[config.mk]
export PLATFORM = sky130hd
export DESIGN_NAME = nibble_sbox
export DESIGN_NICKNAME = d
export VERILOG_FILES = /design/src/rtl/sbx_pkg.sv /design/src/rtl/sbx_stage_reg.sv /design/src/rtl/sbx_nib_lane.sv /design/src/rtl/nibble_sbox.sv
export SDC_FILE = /design/constraint.sdc
export NUM_CORES = 1
export LEC_CHECK = 0
export BUFFER_PORTS_ARGS = -buffer_cell sky130_fd_sc_hd__buf_4
export CORE_ASPECT_RATIO = 0.7
export CORE_MARGIN = 2
export CORE_UTILIZATION = 61
export DETAILED_ROUTE_END_ITERATION = 12
export PLACE_DENSITY = 0.84
export RECOVER_POWER = 50
export SYNTH_ARGS = -nofsm -noshare
export SYNTH_HDL_FRONTEND = slang
export SYNTH_SLANG_ARGS = --single-unit
export TNS_END_PERCENT = 1
[constraint.sdc]
create_clock -name clk_i -period 3.15 [get_ports clk_i]
set_clock_uncertainty 0.1 [all_clocks]
set_input_delay 0.1575 -clock clk_i [delete_from_list [all_inputs] [get_ports clk_i]]
set_output_delay 0.1575 -clock clk_i [all_outputs]
set_load 0.01 [all_outputs]
[src/rtl/sbx_pkg.sv]
package sbx_pkg;
  localparam int unsigned NIB_W  = 4;
  localparam int unsigned LANES  = 2;
  localparam int unsigned BYTE_W = NIB_W * LANES;
  localparam int unsigned NIB_N  = 1 << NIB_W;

  typedef logic [NIB_W-1:0] nib_t;
  typedef enum logic {MODE_FWD = 1'b0, MODE_BWD = 1'b1} mode_e;

  // box 0 = upper half (A), box 1 = lower half (B)
  function automatic nib_t box_fwd(input int unsigned id, input nib_t x);
    nib_t r;
    if (id == 0) begin
      case (x)
        4'h0: r = 4'h7; 4'h1: r = 4'hC; 4'h2: r = 4'h0; 4'h3: r = 4'h9;
        4'h4: r = 4'hE; 4'h5: r = 4'h3; 4'h6: r = 4'hA; 4'h7: r = 4'h5;
        4'h8: r = 4'h1; 4'h9: r = 4'hF; 4'hA: r = 4'h4; 4'hB: r = 4'hB;
        4'hC: r = 4'h8; 4'hD: r = 4'h2; 4'hE: r = 4'hD; default: r = 4'h6;
      endcase
    end else begin
      case (x)
        4'h0: r = 4'hB; 4'h1: r = 4'h2; 4'h2: r = 4'hE; 4'h3: r = 4'h8;
        4'h4: r = 4'h0; 4'h5: r = 4'hD; 4'h6: r = 4'h5; 4'h7: r = 4'h3;
        4'h8: r = 4'hF; 4'h9: r = 4'h6; 4'hA: r = 4'hA; 4'hB: r = 4'h1;
        4'hC: r = 4'hC; 4'hD: r = 4'h9; 4'hE: r = 4'h4; default: r = 4'h7;
      endcase
    end
    return r;
  endfunction

  // inverse found by search over the forward table
  function automatic nib_t box_inv(input int unsigned id, input nib_t y);
    nib_t r;
    r = '0;
    for (int unsigned i = 0; i < NIB_N; i++) begin
      if (box_fwd(id, nib_t'(i)) == y) r = nib_t'(i);
    end
    return r;
  endfunction
endpackage

[src/rtl/sbx_stage_reg.sv]
module sbx_stage_reg #(
  parameter int unsigned W = 8
) (
  input  logic         clk_i,
  input  logic         rst_ni,
  input  logic         vld_i,
  input  logic [W-1:0] d_i,
  output logic         vld_o,
  output logic [W-1:0] q_o
);
  always_ff @(posedge clk_i or negedge rst_ni) begin
    if (!rst_ni) begin
      vld_o <= 1'b0;
      q_o   <= '0;
    end else begin
      vld_o <= vld_i;
      if (vld_i) q_o <= d_i;
    end
  end
endmodule

[src/rtl/sbx_nib_lane.sv]
module sbx_nib_lane
  import sbx_pkg::*;
#(
  parameter int unsigned BOX_ID = 0
) (
  input  logic bwd_i,
  input  nib_t nib_i,
  output nib_t nib_o
);
  nib_t fwd_res, inv_res;

  always_comb begin
    fwd_res = box_fwd(BOX_ID, nib_i);
    inv_res = box_inv(BOX_ID, nib_i);
    nib_o   = bwd_i ? inv_res : fwd_res;
  end
endmodule

[src/rtl/nibble_sbox.sv]
module nibble_sbox
  import sbx_pkg::*;
(
  input  logic              clk_i,
  input  logic              rst_ni,
  input  logic              valid_i,
  input  logic [BYTE_W-1:0] data_i,
  input  logic              mode_i,
  output logic              valid_o,
  output logic [BYTE_W-1:0] data_o
);
  localparam int unsigned IN_W = BYTE_W + 1;

  logic            in_vld;
  logic [IN_W-1:0] in_q;
  logic [BYTE_W-1:0] sub_byte;

  // mode travels with its byte
  sbx_stage_reg #(.W(IN_W)) u_in_reg (
    .clk_i (clk_i),
    .rst_ni(rst_ni),
    .vld_i (valid_i),
    .d_i   ({mode_i, data_i}),
    .vld_o (in_vld),
    .q_o   (in_q)
  );

  for (genvar g = 0; g < LANES; g++) begin : g_lane
    // top lane uses box 0 (A), lower lanes count upward
    sbx_nib_lane #(.BOX_ID(LANES - 1 - g)) u_lane (
      .bwd_i(in_q[BYTE_W]),
      .nib_i(in_q[g*NIB_W +: NIB_W]),
      .nib_o(sub_byte[g*NIB_W +: NIB_W])
    );
  end

  sbx_stage_reg #(.W(BYTE_W)) u_out_reg (
    .clk_i (clk_i),
    .rst_ni(rst_ni),
    .vld_i (in_vld),
    .d_i   (sub_byte),
    .vld_o (valid_o),
    .q_o   (data_o)
  );
endmodule

# Word level (Yosys, flattened, before mapping)
# Memory sizes are Yosys's and may differ from the RTL's.
# Index checks and enable logic that the tools add are counted.
# word_totals
rom_bits	128
reg_bits	19
word_cells	68
memories	2
in_bits	12
out_inout_bits	9
# mem_list
memory	depth	word_bits	read_ports	rd_clocked_by_memory_dff	wr	line_no	source
(no name shown)	16	4	1	0	0	sbx_pkg.sv:21	case (x)
(no name shown)	16	4	1	0	0	sbx_pkg.sv:14	case (x)
# op_classes
n_eq_ne	28
mux	32
reduce_logical	2
# op_table
cell	n
2-to-1 mux 4 bit	18
equality test 4 bit (first input constant)	15
equality test 3 x 4 -> 1 bit (first input constant)	7
2-to-1 mux 3 bit	8
equality test 2 x 4 -> 1 bit (first input constant)	4
equality test 1 x 4 -> 1 bit (first input constant)	2
zero test 4 bit	2
2-to-1 mux 2 bit	4
2-to-1 mux 1 bit	2

# Logic depth before layout (Yosys ltp)
# Gate-level depths: netlist of the first run.
# logic_depth
depth_word	17
ltp_mapped	7
ltp_nobuf	6

# By module
# A second synthesis of the first run with hierarchy kept.
# unflattened
cells_unflattened	148
hier_area_um2	1557.7
# by_module_without_submodules
module	n_inst	seq_area_each_um2	area_each_um2	cells_each
sbx_nib_lane at g_lane[0].u_lane	1	0.0	422.9	59
sbx_stage_reg at u_in_reg	1	250.2	396.6	20
sbx_nib_lane at g_lane[1].u_lane	1	0.0	381.6	51
sbx_stage_reg at u_out_reg	1	225.2	356.6	18

# Least setup slack after synthesis of the first run
# OpenSTA, ideal clock, no wires.
# synth_path
path_kind	flip-flop to flip-flop
start	register u_in_reg.q_o[4]
end	register u_out_reg.q_o[7]
path_stages_with_launch	8
setup_ps	125
arrival_time_ps	1746
setup_slack_ps	1179
synth_period_minus_slack_ps	1971
path_buffers	1
required_time_ps	2925
cell_sequence	dfrtp_1 -> inv_1 -> ha_1 -> buf_2 -> nor3_2 -> a21oi_1 -> mux4_2 -> mux2_4
# synth_via
elab_chain_len	10
elab_cells_between_ends	18
cone_classes	eq/ne: 8; mux: 9; memory: 1
# synth_rtl
element	line_no	source
from (decl)	sbx_stage_reg.sv:9	output logic [W-1:0] q_o
from (signal assigned)	sbx_stage_reg.sv:17	if (vld_i) q_o <= d_i;
equality test 1 x 4 -> 1 bit	sbx_pkg.sv:36	if (box_fwd(id, nib_t'(i)) == y) r = nib_t'(i);
2-to-1 mux 4 bit (8 in a row)	sbx_pkg.sv:36	
2-to-1 mux 4 bit (*)	sbx_nib_lane.sv:15	nib_o = bwd_i ? inv_res : fwd_res;
to (signal assigned)	sbx_stage_reg.sv:17	
to (decl)	sbx_stage_reg.sv:9	
# Every way passes the cells marked *; elsewhere a longest branch is shown, timed or not.
# A chain may end at the register's enable or synchronous reset.

# Final worst setup path of the first run
# Same ends and word-level chain as after synthesis.

==> flow_summary_export.csv, run 1 <==
group,metric,value,unit
run_status,status,"finished, final reports clean",
route,routed_wirelength,3310,microns
cts,cts-root-buf,"clkbuf_4",
logic_synthesis,yosysWarningCount,0,
cts,clk_path_buf_depth,2,
timing,fmax,458,MHz
placed_design,portBuffers,20,
cts,cts_tree,"yes",
global_routing,grt_overflow,0,
timing,rsz0062_at_grt,"no",
route,drc,0,
route,num_vias,1311,
global_routing,grt_antenna_before_repair,0,
route,drtIter0Drc,64,
power_and_ir_drop,cellPowerDensity,422,mW/mm^2
timing,tns,0,ns
logic_synthesis,ys.flop_type,"dfrtp_1",
die,die_x,63.0,microns
timing,slew_headroom,0.348,
hold_path,min_path_cells,2,
cts,numCtsBuffers,3,
cts,cts.sinks,19,
timing,timing.final.crit_share,0.694,
die,dieArea,0.00285,sq mm
layout,layout_common_cells,"dfrtp_1 (19), buf_4 (18), inv_1 (13)",
timing,worst-slew-pin-transition,0.978,ns
worst_setup_path,path_class,"flop to flop",
layout,drive_above_1_share,0.201,
layout,diodes,0,
worst_setup_path,path_max_fanout,9,
worst_setup_path,cp.required,3.24,ns
route,routedWlPerCell,15.3,microns
worst_setup_path,cp-start-kind,"flop",
job,maxCapViolCount,0,
placed_design,post-dp-hpwl,2370,microns
hold_path,hp-class,"primary input to flop",
logic_synthesis,synth_area,0.00148,sq mm
worst_setup_path,critPathArrivalTime,2.27,ns
layout,finalInstanceArea,0.00172,sq mm
timing,slew_viol_final,0,
logic_synthesis,async_flop_share,1.00,
timing,fin_crit,2.19,ns
logic_synthesis,ys_seq_area_frac,0.320,
worst_setup_path,cp-end-kind,"flop",
die,coreArea,0.00222,sq mm
logic_synthesis,ys_seq_elements,19,
timing,setup-violations-final,0,
route,dr.pass1.iters,4,
cts,insertion_delay,0.29,ns
die,initial_core_util,0.667,
logic_synthesis,synthDistinctLibCells,43,
layout,nNetsFinal,209,
logic_synthesis,syn_avg_cell_area,9.05,sq um
cts,cts_max_level,1,
global_routing,grt_util_all_layers,0.253,
die,std_cell_rows,14,
logic_synthesis,postSynthCellCount,164,
power_and_ir_drop,vdd.ir_drop.worst,0.000349,V
die,die_y,45.3,microns
global_routing,grt_pass1_wl,5500,microns
layout,final_common_cell,"dfrtp_1",
placed_design,dpl_cell_area,0.00161,sq mm
logic_synthesis,synth_edf_count,0,
cts,clk_pin_slew,0.10,ns
timing,hold_viol,0,
route,viasPerCell,6.07,
route,postRouteAntennaNets,0,
power_and_ir_drop,leakagePower,0.765,nW
cts,post_cts_resized,0,
die,io-pin-count,21,
worst_setup_path,r2r_cells,6,
logic_synthesis,syn_nets,188,
placed_design,gp_congestion,0.878,
global_routing,grt_max_degree,21,
layout,areaGrowthSynthToFinish,15.9,%
cts,cts_setup_buffers,0,
global_routing,grt_pass1_vias,1159,
-- worst paths after layout --
| kind | slack (ns) | startpoint | endpoint |
|---|---|---|---|
| setup / recovery | 0.96 | u_in_reg.q_o[4]$_DFFE_PN0P_ | u_out_reg.q_o[7]$_DFFE_PN0P_ |
| setup reg to reg | 0.96 | u_in_reg.q_o[4]$_DFFE_PN0P_ | u_out_reg.q_o[7]$_DFFE_PN0P_ |
| min in group asynchronous | 0.43 | rst_ni | u_out_reg.vld_o$_DFF_PN0_ |
| max in group asynchronous | 1.93 | rst_ni | u_in_reg.q_o[8]$_DFFE_PN0P_ |
| hold reg to reg | 0.44 | u_out_reg.q_o[7]$_DFFE_PN0P_ | u_out_reg.q_o[7]$_DFFE_PN0P_ |
| hold / removal | 0.009 | data_i[2] | u_in_reg.q_o[2]$_DFFE_PN0P_ |
-- stage by stage --
step | std cells | hold WS [ns] | power [mW] | util | setup slack (ns)
floorplan | 164 | -0.238 | 0.510 | - | 1.18
global placement | 203 | -0.0623 | 0.587 | 0.724 | 1.07
detailed placement | 203 | -0.0589 | 0.599 | 0.724 | 0.993
CTS | 215 | 0.000603 | 0.726 | 0.772 | 0.979
global route | 216 | 0.00401 | 0.774 | 0.773 | 0.876
finish | 216 | 0.00913 | 0.726 | 0.773 | 0.965
-- per-layer routing --
metal | track usage | part of all wire | vias to the layer above
met3 | 0.0648 | 0.084 | 4
met1 | 0.346 | 0.45 | 623
li1 | - | - | 630
met5 | 0 | 0 | -
met2 | 0.415 | 0.45 | 54
met4 | 0.0578 | 0.013 | 0
-- cell type report --
type / count / area (sq um)
multi-input combinational: 119 / 897
fill: 159 / 504
sequential: 19 / 475
timing repair buffer: 29 / 233
inverter: 13 / 48.8
tap: 32 / 40.0
clock buffer: 4 / 26.3
-- report_power, final --
group | internal, mW | switching [mW] | total [mW] | leakage [nW]
clock | 0.0493 | 0.0692 | 0.118 | 0.0150
combinational | 0.146 | 0.128 | 0.274 | 0.525
sequential | 0.278 | 0.0557 | 0.334 | 0.225
-- cell families after synthesis --
group	after synthesis	share of synthesized area
flip-flops	19	0.320
multiplexers	17	0.141
AND/OR/NAND/NOR	45	0.158
adder cells (fa/ha/maj)	12	0.101
XOR/XNOR	1	0.00590
AO/OA/AOI/OAI	44	0.199
buffers and inverters	26	0.0750
-- worst max-delay path, cell delays in order, from the launching register on --
cell     delay [ns]
dfrtp_1        0.49
inv_1          0.15
ha_1           0.36
nor2_1         0.16
mux2i_1        0.09
mux4_2         0.47
mux2_4         0.26
-- registers in the layout (all words and copies together), names as in the netlist --
name,count
u_in_reg.q_o,9
u_out_reg.q_o,8
u_in_reg.vld_o,1
u_out_reg.vld_o,1
-- synthesized netlist by cell type (all sizes together) (2+ instances only) --
cell type	instances	area, sq um
clkbuf	8	31.3
nor2b	5	33.8
dfrtp	19	475
o21ai	11	55.1
nand2b	4	25.0
a21oi	7	35.0
ha	12	150
mux2i	7	70.1
a211oi	3	22.5
mux2	8	93.8
nand2	12	45.0
o311ai	2	17.5
o22ai	6	37.5
buf	5	31.3
nor2	12	45.0
mux4	2	45.0
a31oi	2	12.5
nor3b	2	15.0
nor3	3	25.0
o211ai	3	22.5
inv	13	48.8
nand3b	2	15.0
-- what timing repair did --
item,in CTS,in global routing
endpoints found under the setup margin,0,0
hold buffers,8,1
hold endpoints to repair,26,1
No activity file was read; power rests on OpenSTA's default activity.
==> run 2: changes to the inputs <==
- CORE_UTILIZATION: 61 -> 51
- PLACE_DENSITY: 0.84 -> 0.75
- clock period: 3.15 -> 1.8 ns (I/O delays scaled with it)
==> run 2 against run 1 <==
Against the previous run:
- the flow now finishes with violations (negative setup slack)
- sequential power grew 71%
- combinational power grew 110%
- fmax grew 17%
- non-clock buffer count grew 19
- worst hold slack gained 0.42 ns
- largest cell class unchanged
==> flow_summary_export.csv, run 2 (synthesis results as in run 1) <==
group,metric,value,unit
run_status,status,"complete, but fails checks",
run_status,violations,"negative setup slack",
route,dr_wl_met3,217,microns
worst_setup_path,endpoint,"u_out_reg.q_o[7]$_DFFE_PN0P_",
route,met2RoutedLength,1660,microns
worst_setup_path,r2r_slack,-0.06,ns
timing,fin_ws,-0.0636,ns
layout,layout_common_cells,"buf_4 (35), dfrtp_1 (17), nand2_1 (12), nor2_1 (12)",
cts,clk_pin_slew,0.07,ns
route,drtIter0Drc,72,
power_and_ir_drop,leakagePower,0.867,nW
global_routing,grt_overflow,0,
layout,nNetsFinal,228,
cts,cts_tree,"yes",
timing,fin_crit,1.86,ns
timing,slew_headroom,0.325,
die,std_cell_rows,16,
cts,cts-root-buf,"clkbuf_8",
layout,areaGrowthSynthToFinish,31.0,%
worst_setup_path,r2r_cells,6,
layout,diodes,0,
layout,num-fill-cells,222,
global_routing,grt_util_all_layers,0.231,
die,die_x,68.5,microns
global_routing,grt_pass1_vias,1266,
worst_setup_path,r2r_end,"u_out_reg.q_o[7]$_DFFE_PN0P_",
cts,cts_max_level,1,
placed_design,placed_cells,224,
power_and_ir_drop,vdd.ir_drop.worst,0.000568,V
job,maxCapViolCount,0,
route,wl_met1,1640,microns
worst_setup_path,path_class,"flop to flop",
timing,rsz0062_at_grt,"yes",
timing,worst-slew-pin-transition,1.01,ns
route,routedWlPerCell,14.8,microns
global_routing,grt_max_degree,20,
die,initial_core_util,0.533,
worst_setup_path,critPathArrivalTime,1.91,ns
route,viasPerCell,5.76,
cts,insertion_delay,0.26,ns
timing,timing.final.crit_share,1.04,
route,routed_wirelength,3530,microns
layout,multi_input_area,946,sq um
layout,final_common_cell,"buf_4",
worst_setup_path,cp.required,1.85,ns
die,die_y,49.1,microns
route,top_layer,"met4",
route,postRouteAntennaNets,0,
layout,seq_area,478,sq um
placed_design,portBuffers,20,
layout,top_regs,"u_in_reg.q_o x9, u_out_reg.q_o x8",
global_routing,grt_antenna_before_repair,0,
layout,fin_cells,239,
power_and_ir_drop,cellPowerDensity,740,mW/mm^2
global_routing,grt_pass1_wl,5890,microns
timing,slew_viol_final,0,
hold_path,hp-class,"primary input to async pin",
die,io-pin-count,21,
die,dieArea,0.00336,sq mm
worst_setup_path,cp-end-kind,"flop",
route,dr.pass1.iters,4,
worst_setup_path,r2r_start,"u_in_reg.q_o[4]$_DFFE_PN0P_",
worst_setup_path,path_max_fanout,5,
route,drc,0,
die,coreArea,0.00278,sq mm
route,num_vias,1376,
cts,clk_path_buf_depth,2,
timing,setup-violations-final,1,
worst_setup_path,cp-start-kind,"flop",
layout,largest_register,"u_in_reg.q_o",
cts,numCtsBuffers,3,
layout,drive_above_1_share,0.320,
layout,largest_reg_flops,9,
timing,fmax,537,MHz
timing,hold_viol,0,
placed_design,post-dp-hpwl,2660,microns
power_and_ir_drop,total_power,1.44,mW
cts,cts.sinks,19,
worst_setup_path,startpoint,"u_in_reg.q_o[4]$_DFFE_PN0P_",
placed_design,gp_congestion,0.947,
run 2: cell count changes in the layout (fill, tap and decap cells not counted), moves of 3 or more:
cell	before	now
buf_4	18	35
clkbuf_4	3	0
clkbuf_8	0	3
ha_1	12	7
ha_2	0	3
run 2: how the worst min path moves through the flow:
stage	end	startpoint	cells after the start	slack, ns
floorplan	u_in_reg.q_o[0]$_DFFE_PN0P_	rst_ni	0	-0.31
global placement	u_in_reg.q_o[7]$_DFFE_PN0P_	rst_ni	1	-0.13
detailed placement	u_in_reg.q_o[7]$_DFFE_PN0P_	rst_ni	1	-0.12
CTS	u_in_reg.q_o[7]$_DFFE_PN0P_	rst_ni	2	0.14
global route	u_out_reg.q_o[7]$_DFFE_PN0P_	u_out_reg.q_o[7]$_DFFE_PN0P_	1	0.45
finish	u_out_reg.q_o[4]$_DFFE_PN0P_	rst_ni	2	0.43
run 2: per-stage QoR:
stage / TNS [ns] / hold WS, ns / utilization / worst slack [ns] / instance area [sq um]
final: -0.0636 / 0.431 / 0.699 / -0.0636 / 1940
after detailed placement: -0.0867 / -0.123 / 0.634 / -0.0552 / 1770
after floorplan: -0.0943 / -0.306 / - / -0.0943 / 1520
after global routing: -0.250 / 0.453 / 0.699 / -0.133 / 1940
after global placement: -0.0168 / -0.126 / 0.634 / -0.0168 / 1770
after CTS: -0.0371 / 0.140 / 0.691 / -0.0371 / 1920
run 2: what timing repair did:
item,CTS,global route
buffers inserted,0,0
gates cloned,0,0
pin swaps,0,4
hold endpoints to repair,29,0
hold buffers,11,0
gates resized for setup,2,9
endpoints found under the setup margin,2,8
run 2: layout make-up:
type / instances / share of cell area
Tap cell: 36 / 0.0232
Timing Repair Buffer: 48 / 0.196
Sequential cell: 19 / 0.246
Clock inverter: 1 / 0.00257
Inverter: 13 / 0.0251
Clock buffer: 3 / 0.0212
Multi-Input combinational cell: 119 / 0.486
run 2: power breakdown:
| group | leakage (nW) | switching [mW] | internal [mW] |
|---|---|---|---|
| clock network | 0.0255 | 0.140 | 0.154 |
| registers | 0.223 | 0.0829 | 0.488 |
| logic | 0.618 | 0.258 | 0.317 |
run 2: worst max-delay path: stages, from the launching register on:
cell and delay [ns]:
dfrtp_1 0.42, inv_2 0.10, ha_4 0.19, nor3_2 0.15, a21oi_1 0.06, mux4_2 0.48
mux2_4 0.26
run 2: layer usage:
layer / vias to the layer above / track usage
li1: 662 / -
met1: 662 / 0.348
met2: 50 / 0.345
met3: 2 / 0.0554
met4: 0 / 0.0233
met5: - / 0
